==> src/rtl/irqc_pkg.sv <==
package irqc_pkg;
    typedef enum logic [1:0] {
        ST_RUN  = 2'd0,
        ST_BASE = 2'd1,
        ST_CASC = 2'd2,
        ST_MODE = 2'd3
    } init_st_e;

    localparam logic [7:0] CMD_INIT   = 8'h11;
    localparam logic [7:0] CMD_RD_IRR = 8'h0A;
    localparam logic [7:0] CMD_RD_ISR = 8'h0B;
    localparam logic [4:0] EOI_TAG    = 5'b01100;
endpackage

==> src/rtl/irqc_init_fsm.sv <==
module irqc_init_fsm
    import irqc_pkg::*;
(
    input  logic       clk,
    input  logic       rst_n,
    input  logic       cmd_wr,
    input  logic       data_wr,
    input  logic [7:0] wdata,
    output init_st_e   st,
    output logic       init_go,
    output logic       ld_base,
    output logic       ld_casc,
    output logic       ld_mode,
    output logic       ld_mask
);
    init_st_e st_nxt;

    always_comb begin
        st_nxt = st;
        if (cmd_wr && wdata == CMD_INIT) begin
            st_nxt = ST_BASE;
        end else if (data_wr) begin
            unique case (st)
                ST_BASE: st_nxt = ST_CASC;
                ST_CASC: st_nxt = ST_MODE;
                ST_MODE: st_nxt = ST_RUN;
                ST_RUN:  st_nxt = ST_RUN;
            endcase
        end
    end

    always_ff @(posedge clk or negedge rst_n) begin
        if (!rst_n) st <= ST_RUN;
        else        st <= st_nxt;
    end

    always_comb begin
        init_go = cmd_wr && wdata == CMD_INIT;
        ld_base = 1'b0;
        ld_casc = 1'b0;
        ld_mode = 1'b0;
        ld_mask = 1'b0;
        unique case (st)
            ST_BASE: ld_base = data_wr;
            ST_CASC: ld_casc = data_wr;
            ST_MODE: ld_mode = data_wr;
            ST_RUN:  ld_mask = data_wr;
        endcase
    end
endmodule

==> src/rtl/irqc_prio.sv <==
module irqc_prio #(
    parameter int N_IN = 8,
    localparam int IDXW = $clog2(N_IN)
) (
    input  logic [N_IN-1:0] bits,
    output logic            found,
    output logic [IDXW-1:0] idx
);
    always_comb begin
        found = 1'b0;
        idx   = '0;
        for (int i = N_IN - 1; i >= 0; i--) begin
            if (bits[i]) begin
                found = 1'b1;
                idx   = IDXW'(i);
            end
        end
    end
endmodule

==> src/rtl/irqc_top.sv <==
module irqc_top
    import irqc_pkg::*;
#(
    parameter int N_IN = 8,
    localparam int IDXW = $clog2(N_IN),
    localparam int VW = 8
) (
    input  logic            clk,
    input  logic            rst_n,
    input  logic            addr_sel,
    input  logic            wr_en,
    input  logic            rd_en,
    input  logic [VW-1:0]   wdata,
    output logic [VW-1:0]   rdata,
    input  logic [N_IN-1:0] irq_in,
    output logic            irq_out,
    input  logic            ack,
    output logic [VW-1:0]   vec_out,
    output logic [VW-1:0]   casc_word
);
    init_st_e        st;
    logic            init_go, ld_base, ld_casc, ld_mode, ld_mask;
    logic            cmd_wr, data_wr, run_mode;
    logic [N_IN-1:0] irr_q, isr_q, mask_q, prev_q;
    logic [VW-1:0]   base_q, casc_q;
    logic            aeoi_q, rsel_isr_q;
    logic            pend_found, isr_found, ack_ok;
    logic [IDXW-1:0] pend_idx, isr_idx;
    logic [N_IN-1:0] win_hot, eoi_hot, rise;
    logic            eoi_cmd;

    assign cmd_wr   = wr_en && !addr_sel;
    assign data_wr  = wr_en && addr_sel;
    assign run_mode = (st == ST_RUN);

    irqc_init_fsm u_fsm (
        .clk(clk), .rst_n(rst_n), .cmd_wr(cmd_wr), .data_wr(data_wr),
        .wdata(wdata), .st(st), .init_go(init_go), .ld_base(ld_base),
        .ld_casc(ld_casc), .ld_mode(ld_mode), .ld_mask(ld_mask)
    );

    irqc_prio #(.N_IN(N_IN)) u_pend (
        .bits(irr_q & ~mask_q), .found(pend_found), .idx(pend_idx)
    );
    irqc_prio #(.N_IN(N_IN)) u_serv (
        .bits(isr_q), .found(isr_found), .idx(isr_idx)
    );

    assign irq_out = pend_found && (!isr_found || pend_idx < isr_idx);
    assign ack_ok  = ack && irq_out;
    assign rise    = irq_in & ~prev_q;
    assign eoi_cmd = cmd_wr && run_mode && wdata[VW-1:IDXW] == EOI_TAG;

    always_comb begin
        win_hot = '0;
        eoi_hot = '0;
        if (ack_ok)  win_hot[pend_idx] = 1'b1;
        if (eoi_cmd) eoi_hot[wdata[IDXW-1:0]] = 1'b1;
    end

    always_ff @(posedge clk or negedge rst_n) begin
        if (!rst_n) begin
            irr_q      <= '0;
            isr_q      <= '0;
            mask_q     <= '1;
            prev_q     <= '0;
            base_q     <= '0;
            casc_q     <= '0;
            aeoi_q     <= 1'b0;
            rsel_isr_q <= 1'b0;
        end else begin
            prev_q <= irq_in;
            if (init_go) begin
                irr_q      <= rise;
                isr_q      <= '0;
                rsel_isr_q <= 1'b0;
            end else begin
                irr_q <= (irr_q & ~win_hot) | rise;
                isr_q <= (isr_q & ~eoi_hot) | (aeoi_q ? '0 : win_hot);
                if (cmd_wr && run_mode && wdata == CMD_RD_IRR) rsel_isr_q <= 1'b0;
                if (cmd_wr && run_mode && wdata == CMD_RD_ISR) rsel_isr_q <= 1'b1;
            end
            if (ld_base) base_q <= {wdata[VW-1:IDXW], {IDXW{1'b0}}};
            if (ld_casc) casc_q <= wdata;
            if (ld_mode) aeoi_q <= wdata[1];
            if (ld_mask) mask_q <= wdata;
        end
    end

    always_comb begin
        vec_out = '0;
        if (ack) vec_out = {base_q[VW-1:IDXW], ack_ok ? pend_idx : {IDXW{1'b1}}};
    end

    always_comb begin
        rdata = '0;
        if (rd_en) rdata = addr_sel ? mask_q : (rsel_isr_q ? isr_q : irr_q);
    end

    assign casc_word = casc_q;
endmodule

==> config.mk <==
export PLATFORM = sky130hd
export DESIGN_NAME = irqc_top
export DESIGN_NICKNAME = d
export VERILOG_FILES = /design/src/rtl/irqc_pkg.sv /design/src/rtl/irqc_init_fsm.sv /design/src/rtl/irqc_prio.sv /design/src/rtl/irqc_top.sv
export SDC_FILE = /design/constraint.sdc
export NUM_CORES = 1
export LEC_CHECK = 0
export ABC_AREA = 0
export ABC_CLOCK_PERIOD_IN_PS = 2050
export BUFFER_PORTS_ARGS = -buffer_cell sky130_fd_sc_hd__buf_2
export CELL_PAD_IN_SITES_DETAIL_PLACEMENT = 2
export CELL_PAD_IN_SITES_GLOBAL_PLACEMENT = 2
export CORE_MARGIN = 10
export CORE_UTILIZATION = 30
export DETAILED_ROUTE_END_ITERATION = 8
export PLACE_DENSITY_LB_ADDON = 0.1
export SETUP_SLACK_MARGIN = 0.1
export SLEW_MARGIN = 10
export SYNTH_ARGS = -nofsm -noshare
export SYNTH_HDL_FRONTEND = slang
export SYNTH_HIERARCHICAL = 1
export SYNTH_SLANG_ARGS = --single-unit
export TNS_END_PERCENT = 20
==> constraint.sdc <==
create_clock -name clk -period 2.05 [get_ports clk]
set_input_delay 0.1025 -clock clk [delete_from_list [all_inputs] [get_ports clk]]
set_output_delay 0.1025 -clock clk [all_outputs]
set_load 0.05 [all_outputs]
# --- After elaboration in Yosys (flattened, before gate mapping) ---
# Cells that the tools add are included.
word_totals:
  regBits: 49
  inputBits: 22
  output_inout_bits: 25
  wordCells: 105
classes:
  order_cmp: 5
  eq_ne: 7
  mux: 56
  n_bitwise: 10
  reduce_logical: 18
op_table:
  columns: ["cell", "count"]
  rows:
  - ["$mux W8", 9]
  - ["$mux W3", 17]
  - ["$and A8 B8 Y8", 4]
  - ["$not A8 Y8", 4]
  - ["$mux W1", 25]
  - ["$eq A8 B4 Y1 const B", 2]
  - ["$or A8 B8 Y8", 2]
  - ["$logic_and A1 B1 Y1", 11]
  - ["$eq A8 B5 Y1 const B", 1]
  - ["$lt A3 B4 Y1 const B", 2]
  - ["$demux W1 S3", 2]
  - ["$ge A3 B1 Y1 const B", 2]
  - ["$pmux W2 S3", 1]
  - ["$eq A5 B4 Y1 const B", 1]
  - ["$eq A2 B2 Y1 const B", 2]
  - ["$mux W2", 2]
  - ["$lt A3 B3 Y1", 1]
  - ["$reduce_bool A3 Y1", 1]
  - ["$eq A2 B1 Y1 const B", 1]
  - ["$logic_not A1 Y1", 2]
  - ["$logic_not A2 Y1", 1]
  - ["$reduce_bool A2 Y1", 1]
  - ["$reduce_or A2 Y1", 1]
  - ["$logic_or A1 B1 Y1", 1]

# --- Logic depth before layout (Yosys ltp) ---
logic_depth:
  word_depth: 19
  depth_mapped: 10
  depth_no_buf: 9

# --- Hierarchy ---
# The synthesis kept the hierarchy.
by_module_without_submodules:
  columns: ["module", "n_inst", "cells_per_inst", "area_each_um2", "seq_area_each_um2"]
  rows:
  - ["irqc_top", 1, 215, 2412.3, 1186.1]
  - ["irqc_init_fsm", 1, 21, 220.2, 50.0]
  - ["irqc_prio", 2, 13, 80.1, 0.0]

# --- Worst setup path after synthesis ---
# No wires, ideal clock.
synth_path:
  path_kind: "register to output"
  startpoint: "register mask_q[5]"
  endpoint: "output port vec_out[0]"
  arrival_ns: 2.153
  t_required_ns: 1.947
  setup_slack_ns: -0.205
  path_stages_with_launch: 8
  path_buffers: 0
  path_cell_list: "dfstp_2 > nor2b_1 > nor4_1 > nor2b_1 > ha_1 > o21ai_0 > a21oi_4 > o21a_1"
synth_between:
  elab_chain_cells: 14
  word_cells_on_any_way: 20
synth_lines:
  columns: ["element", "line_no", "text"]
  rows:
  - ["start, declared", "irqc_top.sv:24", "logic [N_IN-1:0] irr_q, isr_q, mask_q, prev_q;"]
  - ["start signal, assigned", "irqc_top.sv:86", "if (ld_mask) mask_q <= wdata;"]
  - ["$not A8 Y8", "irqc_top.sv:43", ".bits(irr_q & ~mask_q), .found(pend_found), .idx(pend_idx)"]
  - ["$and A8 B8 Y8", "irqc_top.sv:43", null]
  - ["$mux W3 (6 in a row)", "irqc_prio.sv:13", "if (bits[i]) begin"]
  - ["named net pend_idx[2]", "irqc_top.sv:28", "logic [IDXW-1:0] pend_idx, isr_idx;"]
  - ["$lt A3 B3 Y1", "irqc_top.sv:49", "assign irq_out = pend_found && (!isr_found || pend_idx < isr_idx);"]
  - ["$logic_or A1 B1 Y1", "irqc_top.sv:49", null]
  - ["$logic_and A1 B1 Y1", "irqc_top.sv:49", null]
  - ["$logic_and A1 B1 Y1", "irqc_top.sv:50", "assign ack_ok = ack && irq_out;"]
  - ["$mux W3", "irqc_top.sv:92", "if (ack) vec_out = {base_q[VW-1:IDXW], ack_ok ? pend_idx : {IDXW{1'b1}}};"]
  - ["$mux W8", "irqc_top.sv:92", null]
  - ["end, declared", "irqc_top.sv:18", "output logic [VW-1:0] vec_out,"]
# The timed path passes the listed nets, and every way through them passes these cells.

# --- Final worst setup path ---
layout_path:
  startpoint: "register mask_q[4]"
  endpoint: "output port vec_out[0]"
layout_between:
  elab_chain_cells: 13
  word_cells_on_any_way: 18
layout_lines:
  columns: ["element", "line_no"]
  rows:
  - ["$not A8 Y8", "irqc_top.sv:43"]
  - ["$and A8 B8 Y8", "irqc_top.sv:43"]
  - ["$mux W3 (5 in a row)", "irqc_prio.sv:13"]
  - ["named net pend_idx[2]", "irqc_top.sv:28"]
  - ["$lt A3 B3 Y1", "irqc_top.sv:49"]
  - ["$logic_or A1 B1 Y1", "irqc_top.sv:49"]
  - ["$logic_and A1 B1 Y1", "irqc_top.sv:49"]
  - ["$logic_and A1 B1 Y1", "irqc_top.sv:50"]
  - ["$mux W3", "irqc_top.sv:92"]
  - ["$mux W8", "irqc_top.sv:92"]
# The timed path passes the listed nets, and every way through them passes these cells.

==> impl_metrics.ini <==
[critical_path]
critPathArrivalTime_ps = 2530
start_kind = flip-flop
r2r_slack_ps = -450
critPathKind = reg -> out
cp_data_required_time_ps = 1950
endpoint_kind = output port
crit_path_max_fanout = 5

[pwr]
finalPower_uw = 6300
switchingPower_uw = 2850
p_int_uw = 3440
p_clk_frac = 0.094
leakage_uw = 0.00169
irDropWorstVdd_uv = 1010
p_seq_frac = 0.265
swShare = 0.453
comb_power_share = 0.641
powerDensity_mw_per_mm2 = 1630

[finish]
antenna_cells = 0
finalNonFillerCells = 475
fillCellCount = 974
drive_above_1_share = 0.473
seq_area_mm2 = 0.00124
final_nets = 392
area_delta_synth_final_pct = 38.7
postLayoutCellArea_mm2 = 0.00387
multi_input_area_mm2 = 0.00160

[run]
max_cap_violations = 0

[global_routing]
grtUsageTotal = 0.152
first_global_vias = 2746
grt_max_degree = 22
grt.overflow.total = 0
grt_pass1_wl_um = 15600
antenna_found_initial = 0

[detailed_routing]
drc = 0
first_pass_iters = 4
wirelength_um = 9690
dr_total_vias = 2398
wl_per_cell_um = 20.4
drtIter0Drc = 67
viasPerCell = 5.05
antenna_left = 0

[synthesis]
synth_edf_count = 0
yosysSeqAreaShare = 0.443
async_reset_ff_frac = 1.00
syn_nets = 291
yosysWarnings = 6
ys_ff_latch = 49
ys.flop_type = dfrtp_1
syn_area_mm2 = 0.00279
avgSynthCellArea_um2 = 10.7
synthCells = 262
synthDistinctLibCells = 49

[clocking]
ctsLongestPathBuffers = 2
clk_pin_slew_ps = 100
numCtsBuffers = 5
cts_root_buffer = clkbuf_8
htree_levels = 2
cts_tree = yes
cts_sinks = 49
clk-insertion-delay-late_ps = 310

[timing]
min_period_over_period = 1.28
slew_violations = 0
fmax_mhz = 380
clock_skew_ps = 5.24
setup_viol = 20
hold_viol_final = 0
slew_headroom = 0.703
hold_ws_ps = 117
setup_slack_ps = -582
post-route-min-period_ps = 2630
grt_setup_unrepaired = true
worstMarginPinSlew_ps = 445

[placement]
dpl-instance-area_mm2 = 0.00358
place_inst = 456
gp_congestion = 0.828
dp_hpwl_um = 7820
io_buffers = 46

[floorplanning]
pin_count = 47
initial_core_util = 0.305
die-width_um = 116
die_area_mm2 = 0.0136
std_cell_rows = 35
coreArea_mm2 = 0.00915
die_h_um = 116

[hold_path]
hold_class = in -> reg

[status]
status = finished, violations left
violations = negative setup slack
[cell type report]
cell class / count / share of cell area
multi-input cells: 192 / 0.413
well taps: 111 / 0.0359
clock inverters: 2 / 0.00258
inverters: 10 / 0.0129
repair buffers: 105 / 0.198
flip-flops and latches: 49 / 0.319
clock buffers: 6 / 0.0187
[layer usage]
layer,track usage,vias to the layer above,routed length [um]
li1,-,1133,-
met1,0.191,1224,4440
met2,0.261,35,4780
met3,0.0303,6,372
met4,0.0375,0,97
met5,0,-,0
[flip-flops by register name, summed over array words and instances, names as in the netlist]
| signal | flops |
|---|---|
| casc_word | 8 |
| irr_q | 8 |
| isr_q | 8 |
| mask_q | 8 |
| prev_q | 8 |
| base_q | 5 |
| u_fsm/st | 2 |
| aeoi_q | 1 |
| rsel_isr_q | 1 |
[stage by stage]
| stage | setup slack (ps) | util | setup TNS (ps) |
|---|---|---|---|
| 2_1_floorplan | -96.0 | - | -1080 |
| 3_3_place_gp | -287 | 0.391 | -4720 |
| 3_5_place_dp | -428 | 0.391 | -7050 |
| 4_1_cts | -631 | 0.421 | -8370 |
| 5_1_grt | -679 | 0.423 | -9310 |
| 6_report | -582 | 0.423 | -7410 |
[synth_stat cells, types with 2 or more instances]
library cell | count | area [um^2]
nor2_1 | 12 | 45.0
ha_1 | 7 | 87.6
mux2_2 | 22 | 248
nand2_1 | 12 | 45.0
o41ai_1 | 2 | 17.5
and2_2 | 4 | 30.0
clkbuf_1 | 7 | 26.3
a21boi_0 | 4 | 30.0
dfstp_2 | 8 | 210
o21ai_0 | 13 | 65.1
buf_2 | 3 | 15.0
a31o_1 | 3 | 26.3
o31ai_1 | 4 | 30.0
dfrtp_1 | 41 | 1030
nor4_1 | 3 | 18.8
nor4_2 | 2 | 25.0
nand3_1 | 4 | 20.0
mux2i_1 | 10 | 100
nor2b_1 | 18 | 113
nor3_1 | 5 | 25.0
o21bai_1 | 2 | 15.0
a31oi_1 | 5 | 31.3
a211oi_1 | 2 | 15.0
a21oi_1 | 10 | 50.1
nand2b_1 | 7 | 43.8
inv_1 | 9 | 33.8
nand4_1 | 2 | 12.5
o211ai_1 | 5 | 37.5
and2_1 | 14 | 87.6
o21a_1 | 3 | 22.5
[cells by family after synthesis]
| group | count (synthesis) | synth area share |
|---|---|---|
| mux | 33 | 0.130 |
| simple gates | 94 | 0.209 |
| fa+ha+maj | 7 | 0.0314 |
| buf+inv | 21 | 0.0372 |
| flops | 49 | 0.443 |
| compound gates | 58 | 0.150 |
[timing repair]
action / 4_1_cts / 5_1_grt
hold buffers: 9 / 0
setup endpoints to repair: 20 / 20
setup buffers: 2 / 0
hold endpoints to repair: 21 / 0
resized for setup: 18 / 5
pin swaps: 5 / 3
[layout by cell type, fill, tap and decap left out, types with 3 or more instances in the layout]
master         count
a21boi_0           4
a21oi_1            9
a31o_1             3
a31oi_1            5
and2_1            14
and2_2             4
buf_12             4
buf_2             42
buf_4             47
buf_6              3
clkbuf_8           5
dfrtp_1           41
dfstp_2            8
dlygate4sd3_1      9
ha_1               6
inv_1              9
mux2_2            22
mux2i_1           10
nand2_1           12
nand2b_1           7
nand3_1            4
nor2_1            12
nor2b_1           10
nor2b_2            5
nor2b_4            4
nor3_1             5
o211ai_1           5
o21a_4             3
o21ai_0            9
o31ai_2            3
[power by group through the flow]
stage,sequential (uW),combinational (uW),clock [uW]
after floorplan,1890,2020,0
after global placement,1670,3550,0
after detailed placement,1690,3610,0
after CTS,1670,4040,616
after global routing,1720,4330,657
final,1670,4040,594
[worst max-delay path: stages, from the launching register on]
cell,delay [ps]
dfstp_2,560
nor2b_4,50
buf_12,120
nor4_4,370
nor2b_4,90
ha_4,190
a2111oi_4,360
a21oi_4,110
o21a_4,220
buf_6,150
[path summary, 6_finish.rpt]
kind,startpoint,endpoint,cells past startpoint
worst min-delay path,wdata[0],casc_word[0],2
worst max-delay path,mask_q[4],vec_out[0],9
max in group asynchronous,rst_n,mask_q[4],3
worst min register to register,casc_word[1],casc_word[1],1
worst max register to register,mask_q[4],isr_q[4],10
min in group asynchronous,rst_n,casc_word[6],2
Power figures use the tool's default switching activity.
